$ cat config.mk
export PLATFORM = sky130hd
export DESIGN_NAME = fsv_fault_supervisor
export DESIGN_NICKNAME = d
export VERILOG_FILES = /design/src/rtl/fsv_pkg.sv /design/src/rtl/fsv_sync_filter.sv /design/src/rtl/fsv_hard_latch.sv /design/src/rtl/fsv_hiccup.sv /design/src/rtl/fsv_fault_supervisor.sv
export SDC_FILE = /design/constraint.sdc
export NUM_CORES = 1
export LEC_CHECK = 0
export ABC_AREA = 1
export BUFFER_PORTS_ARGS = -buffer_cell sky130_fd_sc_hd__buf_4
export CAP_MARGIN = 10
export CORE_MARGIN = 2
export CORE_UTILIZATION = 52
export CTS_CLUSTER_DIAMETER = 200
export CTS_CLUSTER_SIZE = 28
export DETAILED_ROUTE_END_ITERATION = 8
export HOLD_SLACK_MARGIN = 0.15
export PLACE_DENSITY = 0.75
export SLEW_MARGIN = 20
export SYNTH_ARGS = -nofsm -noshare
export SYNTH_HDL_FRONTEND = slang
export SYNTH_SLANG_ARGS = --single-unit
$ cat constraint.sdc
create_clock -name clk -period 1.3 [get_ports clk]
set_clock_uncertainty 0.05 [all_clocks]
set_input_delay 0.13 -clock clk [delete_from_list [all_inputs] [get_ports clk]]
set_output_delay 0.13 -clock clk [all_outputs]
set_load 0.01 [all_outputs]
$ cat src/rtl/fsv_pkg.sv
package fsv_pkg;
  typedef enum logic [1:0] {
    HC_IDLE    = 2'd0,
    HC_OFF     = 2'd1,
    HC_RESTART = 2'd2
  } hic_state_e;
endpackage

$ cat src/rtl/fsv_sync_filter.sv
module fsv_sync_filter #(
  parameter int W = 8
) (
  input  logic         clk,
  input  logic         rst_n,
  input  logic [W-1:0] din,
  output logic [W-1:0] dout
);
  logic [W-1:0] s1_q, s2_q, s3_q;
  logic [W-1:0] s1_d, s2_d, s3_d;

  always_comb begin
    s1_d = din;
    s2_d = s1_q;
    s3_d = s2_q;
  end

  always_ff @(posedge clk or negedge rst_n) begin
    if (!rst_n) begin
      s1_q <= '0;
      s2_q <= '0;
      s3_q <= '0;
    end else begin
      s1_q <= s1_d;
      s2_q <= s2_d;
      s3_q <= s3_d;
    end
  end

  // level must be seen on two consecutive synchronized samples
  assign dout = s2_q & s3_q;
endmodule

$ cat src/rtl/fsv_hard_latch.sv
module fsv_hard_latch (
  input  logic clk,
  input  logic rst_n,
  input  logic set_i,
  input  logic clr_i,
  input  logic clr_ok_i,
  output logic q_o
);
  logic q_q, q_d;

  always_comb begin
    q_d = q_q;
    if (set_i)                   q_d = 1'b1;
    else if (clr_i && clr_ok_i)  q_d = 1'b0;
  end

  always_ff @(posedge clk or negedge rst_n) begin
    if (!rst_n) q_q <= 1'b0;
    else        q_q <= q_d;
  end

  assign q_o = q_q;

  assert_latch_sticky_R4: assert property (@(posedge clk) disable iff (!rst_n)
    (q_q && !(clr_i && clr_ok_i)) |=> q_q);
endmodule

$ cat src/rtl/fsv_hiccup.sv
module fsv_hiccup
  import fsv_pkg::*;
#(
  parameter int RETRY_PERIODS = 3
) (
  input  logic clk,
  input  logic rst_n,
  input  logic uv_hit,
  input  logic hold,
  input  logic ss_tick,
  output logic off_o,
  output logic restart_o,
  output logic active_o
);
  localparam int CNT_W = $clog2(RETRY_PERIODS + 1);
  localparam logic [CNT_W-1:0] LAST = CNT_W'(RETRY_PERIODS - 1);

  hic_state_e       st_q, st_d;
  logic [CNT_W-1:0] cnt_q, cnt_d;

  always_comb begin
    st_d  = st_q;
    cnt_d = cnt_q;
    unique case (st_q)
      HC_IDLE: begin
        cnt_d = '0;
        if (!hold && uv_hit) st_d = HC_OFF;
      end
      HC_OFF: begin
        if (hold) begin
          st_d  = HC_IDLE;
          cnt_d = '0;
        end else if (ss_tick) begin
          if (cnt_q == LAST) begin
            st_d  = HC_RESTART;
            cnt_d = '0;
          end else begin
            cnt_d = cnt_q + 1'b1;
          end
        end
      end
      HC_RESTART: begin
        st_d  = HC_IDLE;
        cnt_d = '0;
      end
      default: begin
        st_d  = HC_IDLE;
        cnt_d = '0;
      end
    endcase
  end

  always_ff @(posedge clk or negedge rst_n) begin
    if (!rst_n) begin
      st_q  <= HC_IDLE;
      cnt_q <= '0;
    end else begin
      st_q  <= st_d;
      cnt_q <= cnt_d;
    end
  end

  assign off_o     = (st_q == HC_OFF);
  assign restart_o = (st_q == HC_RESTART);
  assign active_o  = (st_q != HC_IDLE);

  assert_restart_pulse_R1: assert property (@(posedge clk) disable iff (!rst_n)
    restart_o |=> !restart_o);
  assert_hold_idle_R9: assert property (@(posedge clk) disable iff (!rst_n)
    hold |=> (st_q == HC_IDLE));
  assert_cnt_range_R1: assert property (@(posedge clk) disable iff (!rst_n)
    cnt_q < CNT_W'(RETRY_PERIODS));
endmodule

$ cat src/rtl/fsv_fault_supervisor.sv
module fsv_fault_supervisor #(
  parameter int NUM_RAILS     = 2,
  parameter int RETRY_PERIODS = 3
) (
  input  logic                 clk,
  input  logic                 rst_n,
  input  logic [NUM_RAILS-1:0] uv_flag,
  input  logic [NUM_RAILS-1:0] ov_flag,
  input  logic                 tt_oc,
  input  logic                 temp_hot,
  input  logic                 temp_cool,
  input  logic                 slp5_n,
  input  logic                 por_ok,
  input  logic                 ss_tick,
  input  logic                 ramp_busy,
  input  logic                 in_s0,
  input  logic                 tt_win_hi,
  input  logic                 tt_win_lo,
  output logic                 all_off,
  output logic                 tt_off,
  output logic                 ss_restart,
  output logic                 pgood,
  output logic                 stat_ov,
  output logic                 stat_ot,
  output logic                 stat_uv
);
  localparam int NSCALAR = 8;
  localparam int NF      = 2 * NUM_RAILS + NSCALAR;

  logic [NF-1:0]        raw_vec, flt_vec;
  logic [NUM_RAILS-1:0] uv_f, ov_f;
  logic oc_f, hot_f, cool_f, s5_f, por_lost_f, s0_f, hi_f, lo_f;

  assign raw_vec = {ov_flag, uv_flag, tt_win_lo, tt_win_hi, in_s0, ~por_ok,
                    slp5_n, temp_cool, temp_hot, tt_oc};

  fsv_sync_filter #(.W(NF)) u_filter (
    .clk  (clk),
    .rst_n(rst_n),
    .din  (raw_vec),
    .dout (flt_vec)
  );

  assign oc_f       = flt_vec[0];
  assign hot_f      = flt_vec[1];
  assign cool_f     = flt_vec[2];
  assign s5_f       = flt_vec[3];
  assign por_lost_f = flt_vec[4];
  assign s0_f       = flt_vec[5];
  assign hi_f       = flt_vec[6];
  assign lo_f       = flt_vec[7];
  assign uv_f       = flt_vec[NSCALAR +: NUM_RAILS];
  assign ov_f       = flt_vec[NSCALAR + NUM_RAILS +: NUM_RAILS];

  // local registers
  logic s5_prev_q, s5_prev_d;
  logic oc_q, oc_d;
  logic pg_q, pg_d;

  always_comb begin
    s5_prev_d = s5_f;
    oc_d      = oc_f;
    if (!s0_f)     pg_d = 1'b0;
    else if (hi_f) pg_d = 1'b1;
    else if (lo_f) pg_d = 1'b0;
    else           pg_d = pg_q;
  end

  always_ff @(posedge clk or negedge rst_n) begin
    if (!rst_n) begin
      s5_prev_q <= 1'b0;
      oc_q      <= 1'b0;
      pg_q      <= 1'b0;
    end else begin
      s5_prev_q <= s5_prev_d;
      oc_q      <= oc_d;
      pg_q      <= pg_d;
    end
  end

  logic clr_evt, ov_any, uv_any;
  assign clr_evt = por_lost_f | (s5_f & ~s5_prev_q);
  assign ov_any  = |ov_f;
  assign uv_any  = |uv_f;

  logic ov_q, ot_q;

  fsv_hard_latch u_ov_latch (
    .clk     (clk),
    .rst_n   (rst_n),
    .set_i   (ov_any),
    .clr_i   (clr_evt),
    .clr_ok_i(1'b1),
    .q_o     (ov_q)
  );

  fsv_hard_latch u_ot_latch (
    .clk     (clk),
    .rst_n   (rst_n),
    .set_i   (hot_f),
    .clr_i   (clr_evt),
    .clr_ok_i(cool_f & ~hot_f),
    .q_o     (ot_q)
  );

  logic hard_hold, hic_off, hic_restart, hic_active;
  assign hard_hold = ov_any | hot_f | ov_q | ot_q;

  fsv_hiccup #(.RETRY_PERIODS(RETRY_PERIODS)) u_hiccup (
    .clk      (clk),
    .rst_n    (rst_n),
    .uv_hit   (uv_any & ~ramp_busy),
    .hold     (hard_hold),
    .ss_tick  (ss_tick),
    .off_o    (hic_off),
    .restart_o(hic_restart),
    .active_o (hic_active)
  );

  assign all_off    = ov_q | ot_q | hic_off;
  assign tt_off     = oc_q;
  assign ss_restart = hic_restart;
  assign pgood      = pg_q & ~all_off;
  assign stat_ov    = ov_q;
  assign stat_ot    = ot_q;
  assign stat_uv    = hic_active;

  assert_pg_s0_R8: assert property (@(posedge clk) disable iff (!rst_n)
    !s0_f |=> !pgood);
  assert_ov_off_R3: assert property (@(posedge clk) disable iff (!rst_n)
    ov_any |=> all_off);
endmodule

==> results.md <==
Placed design
- 0.274 ns — pre-CTS setup slack
- 152 — instance count after placement with tap cells included
- 0.792 — final weighted congestion in routability-driven placement
- 1320 um — DPL Wire Length
- 22 — I/O Buffers

Route
- 891 um — metal1 wirelength
- 852 — routed via count
- 2190 um — total detailed-routing wirelength
- 26 — Iteration-0 DRC Markers
- 95 um — Met3 Wirelength
- 4.66 — via-per-instance ratio
- 1190 um — metal2 WL
- met4 — top sig layer
- 12.0 um — detailed-route wire length per cell
- 4 — drt pass-1 iters
- 0 — total DRC errors in the routed layout
- 0 — post-route antenna net violation count

Synthesis
- 45 x sky130_fd_sc_hd__dfrtp_1, 21 x sky130_fd_sc_hd__nand2_1, 12 x sky130_fd_sc_hd__inv_1 — most common library cells after synthesis
- sky130_fd_sc_hd__dfrtp_1 — most numerous cell in the Yosys netlist
- 0.825 — area share of the largest cell type after synthesis
- 0 — fraction of synthesized area in multiplexers
- 0.825 — portion of the post-synthesis area used by sequential elements
- 0 — count of flip-flops with a built-in enable after synthesis
- 13.7 um2 — post-synthesis area per instance
- 1370 um2 — Syn Std Cell Area
- 0 — XOR/XNOR share of the synthesized area
- 0.0321 — synthesized-area fraction occupied by ao, oa, aoi and oai cells
- 0.110 — share of synthesized cell area in and, or, nand and nor gates
- 0 — Yosys warning count
- 100 — count of mapped cells out of synthesis
- sky130_fd_sc_hd__dfrtp_1 — most area-hungry cell type in the Yosys netlist
- 1.00 — fraction of registers with async set/reset
- 0 — post-synthesis adder-cell area fraction
- simple AND/OR/NAND/NOR gates — dominant combinational cell family by area after synthesis
- sky130_fd_sc_hd__dfrtp_1 — most instantiated flip-flop cell in the synthesis netlist
- 13 — Synth cell types
- 116 — post-synth net total
- 45 — post-synthesis register bit count
- sky130_fd_sc_hd__dfrtp_1 82%, sky130_fd_sc_hd__nand2_1 5.8%, sky130_fd_sc_hd__inv_1 3.3% — leading cell types by total area after synthesis

Floorplanning
- 23 — I/O pins
- 0.551 — starting density of the core
- 55.2 um — die outline width
- 2480 um2 — Floorplan Core Area
- 3050 um2 — Die Area
- 55.2 um — Die Span Y
- 18 — standard-cell row count

Critical path
- output port — crit end category
- 1.12 ns — Critical Path RT
- sky130_fd_sc_hd__dfrtp_1 — Crit-path slowest cell
- buf_4 -> nor2_2 -> inv_1 -> buf_4 — critical path cell sequence
- flip-flops — cell family with the largest share of critical-path delay
- u_hiccup.st_q[1] — Critical R2R Launch
- u_hiccup.st_q[0] — origin of the worst setup path
- flop to output port — start-to-end type of the worst setup path
- 3 — CP Buf/Inv Count
- 3 — highest fanout seen on the critical path
- flop — kind of start point of the critical path
- 0.42 ns — slowest stage delay, CP
- 1.20 ns — Worst EP arrival
- sky130_fd_sc_hd__buf_4 — Top cell by count, worst path

Layout
- 183 — number of standard cells in the layout, taps in and fillers out
- 169 — # nets final
- 0.294 — share of cells above drive strength 1
- 0.746 — utilization after layout
- 35.5% — area overhead of the layout relative to synthesis
- 0 — Diodes inserted

Worst hold path
- primary input to async pin — Worst Hold Class

STA
- 1.06 — period utilisation layout
- 1.38 ns — fin crit period
- 0.253 ns — Min Hold Slack
- 4 — final count of negative-setup-slack endpoints
- 0.516 ns — actual slew at the worst max-slew pin
- -0.0831 ns — final worst slack
- 0.656 — worst slew margin relative to its limit
- 0 — max-slew violation count
- 723 MHz — maximum frequency from static timing analysis
- true — setup repair after global routing missed its margin
- 0 — number of hold violations in the final report

Clocking
- yes — CTS tree
- 0.33 ns — latest clock arrival within the worst-skew pair
- 2 — CTS H-Tree Depth
- 45 — clock sink count
- 5 — number of clock buffers inserted by TritonCTS
- 2 — maximum clock insertion buffer count
- 0.11 ns — clock slew seen by the registers of the worst setup and hold paths
- sky130_fd_sc_hd__clkbuf_4 — library cell used as clock root buffer

Global routing
- 0 — leftover overflow at the end of global routing
- 883 — vias in the first global route
- 0 — antenna violations before repair
- 3500 um — wire length of the first global-routing pass
- 46 — largest net degree at the start of global routing
- 0.153 — GRT Overall Usage

Power and ir drop
- 0.00112 V — Worst VDD drop
- 1240 nW/um2 — Pwr per Cell Area
- 0.000929 uW — Leak

Status
- complete, but fails checks — result of the run
- negative setup slack — violations in the final reports

Run
- 0 — Max Cap Viol

-- final timing paths --
check                                         end  slack, ns  cells past startpoint
worst max-delay path                      stat_uv      -0.08                      4
worst min-delay path             u_filter.s3_q[0]       0.25                      2
worst max register to register  u_hiccup.cnt_q[1]       0.05                      5
worst min register to register   u_filter.s2_q[4]       0.31                      0
max in group asynchronous       u_filter.s2_q[11]       0.59                      2
min in group clk                 u_filter.s2_q[4]       0.31                      0
-- worst reg2reg max path: stages (launching register included) --
cell and delay, ns:
sky130_fd_sc_hd__dfrtp_1 0.45, sky130_fd_sc_hd__buf_4 0.16, sky130_fd_sc_hd__buf_4 0.13, sky130_fd_sc_hd__nor2_1 0.17, sky130_fd_sc_hd__nand2_2 0.10, sky130_fd_sc_hd__nor2_1 0.12
-- cell type report --
cell class | instances | area, um2
clock buffer | 7 | 55.1
fill | 165 | 628
inverter | 12 | 45.0
multi-input combinational | 43 | 203
sequential | 45 | 1130
tap | 30 | 37.5
timing repair buffer | 46 | 383
-- sequential cells by signal, summed over array words and instances, names as in the netlist --
register and count:
u_hiccup.st_q 2, u_hiccup.cnt_q 2, pg_q 1, tt_off 1, u_ot_latch.q_o 1, u_filter.s2_q 12
u_filter.s1_q 12, u_filter.s3_q 12, u_ov_latch.q_o 1, s5_prev_q 1
-- what timing repair did --
item	CTS	global route
gates resized for setup	1	3
hold buffers	15	0
pin swaps	0	1
endpoints found under the setup margin	3	4
endpoints found under the hold margin	61	0
setup buffers	4	5
-- per-stage QoR --
step                total power [uW]  cell area [um2]  TNS (ns)
floorplan                       1550             1370         0
global placement                1640             1570         0
detailed placement              1650             1570         0
CTS                             2330             1800   -0.0714
global route                    2420             1850    -0.603
finish                          2300             1850    -0.157
-- where the power goes --
group / switching [uW] / internal [uW]
Sequential: 27.9 / 1470
Clock: 366 / 256
Combinational: 79.9 / 104
Total: 474 / 1830
-- logic make-up (layout without fill, tap and decap cells) --
family	count (synthesis)	in the layout
flops	45	45
simple gates	35	35
buf+inv	12	65
compound gates	8	8
-- layout by cell type, fill, tap and decap left out, types with 2 or more instances in the layout --
cell	count
sky130_fd_sc_hd__dlygate4sd3_1	15
sky130_fd_sc_hd__dfrtp_1	45
sky130_fd_sc_hd__clkbuf_4	5
sky130_fd_sc_hd__nor2_2	4
sky130_fd_sc_hd__a21oi_1	2
sky130_fd_sc_hd__nand3_1	3
sky130_fd_sc_hd__nand2_1	21
sky130_fd_sc_hd__buf_4	31
sky130_fd_sc_hd__o21ai_1	2
sky130_fd_sc_hd__inv_1	11
sky130_fd_sc_hd__nor2_1	5
-- metal layers --
layer | up-vias | GRT usage
li1 | 411 | -
met1 | 414 | 0.168
met2 | 25 | 0.255
met3 | 2 | 0.0398
met4 | 0 | 0.108
met5 | - | 0
(Power assumes the default switching activity.)
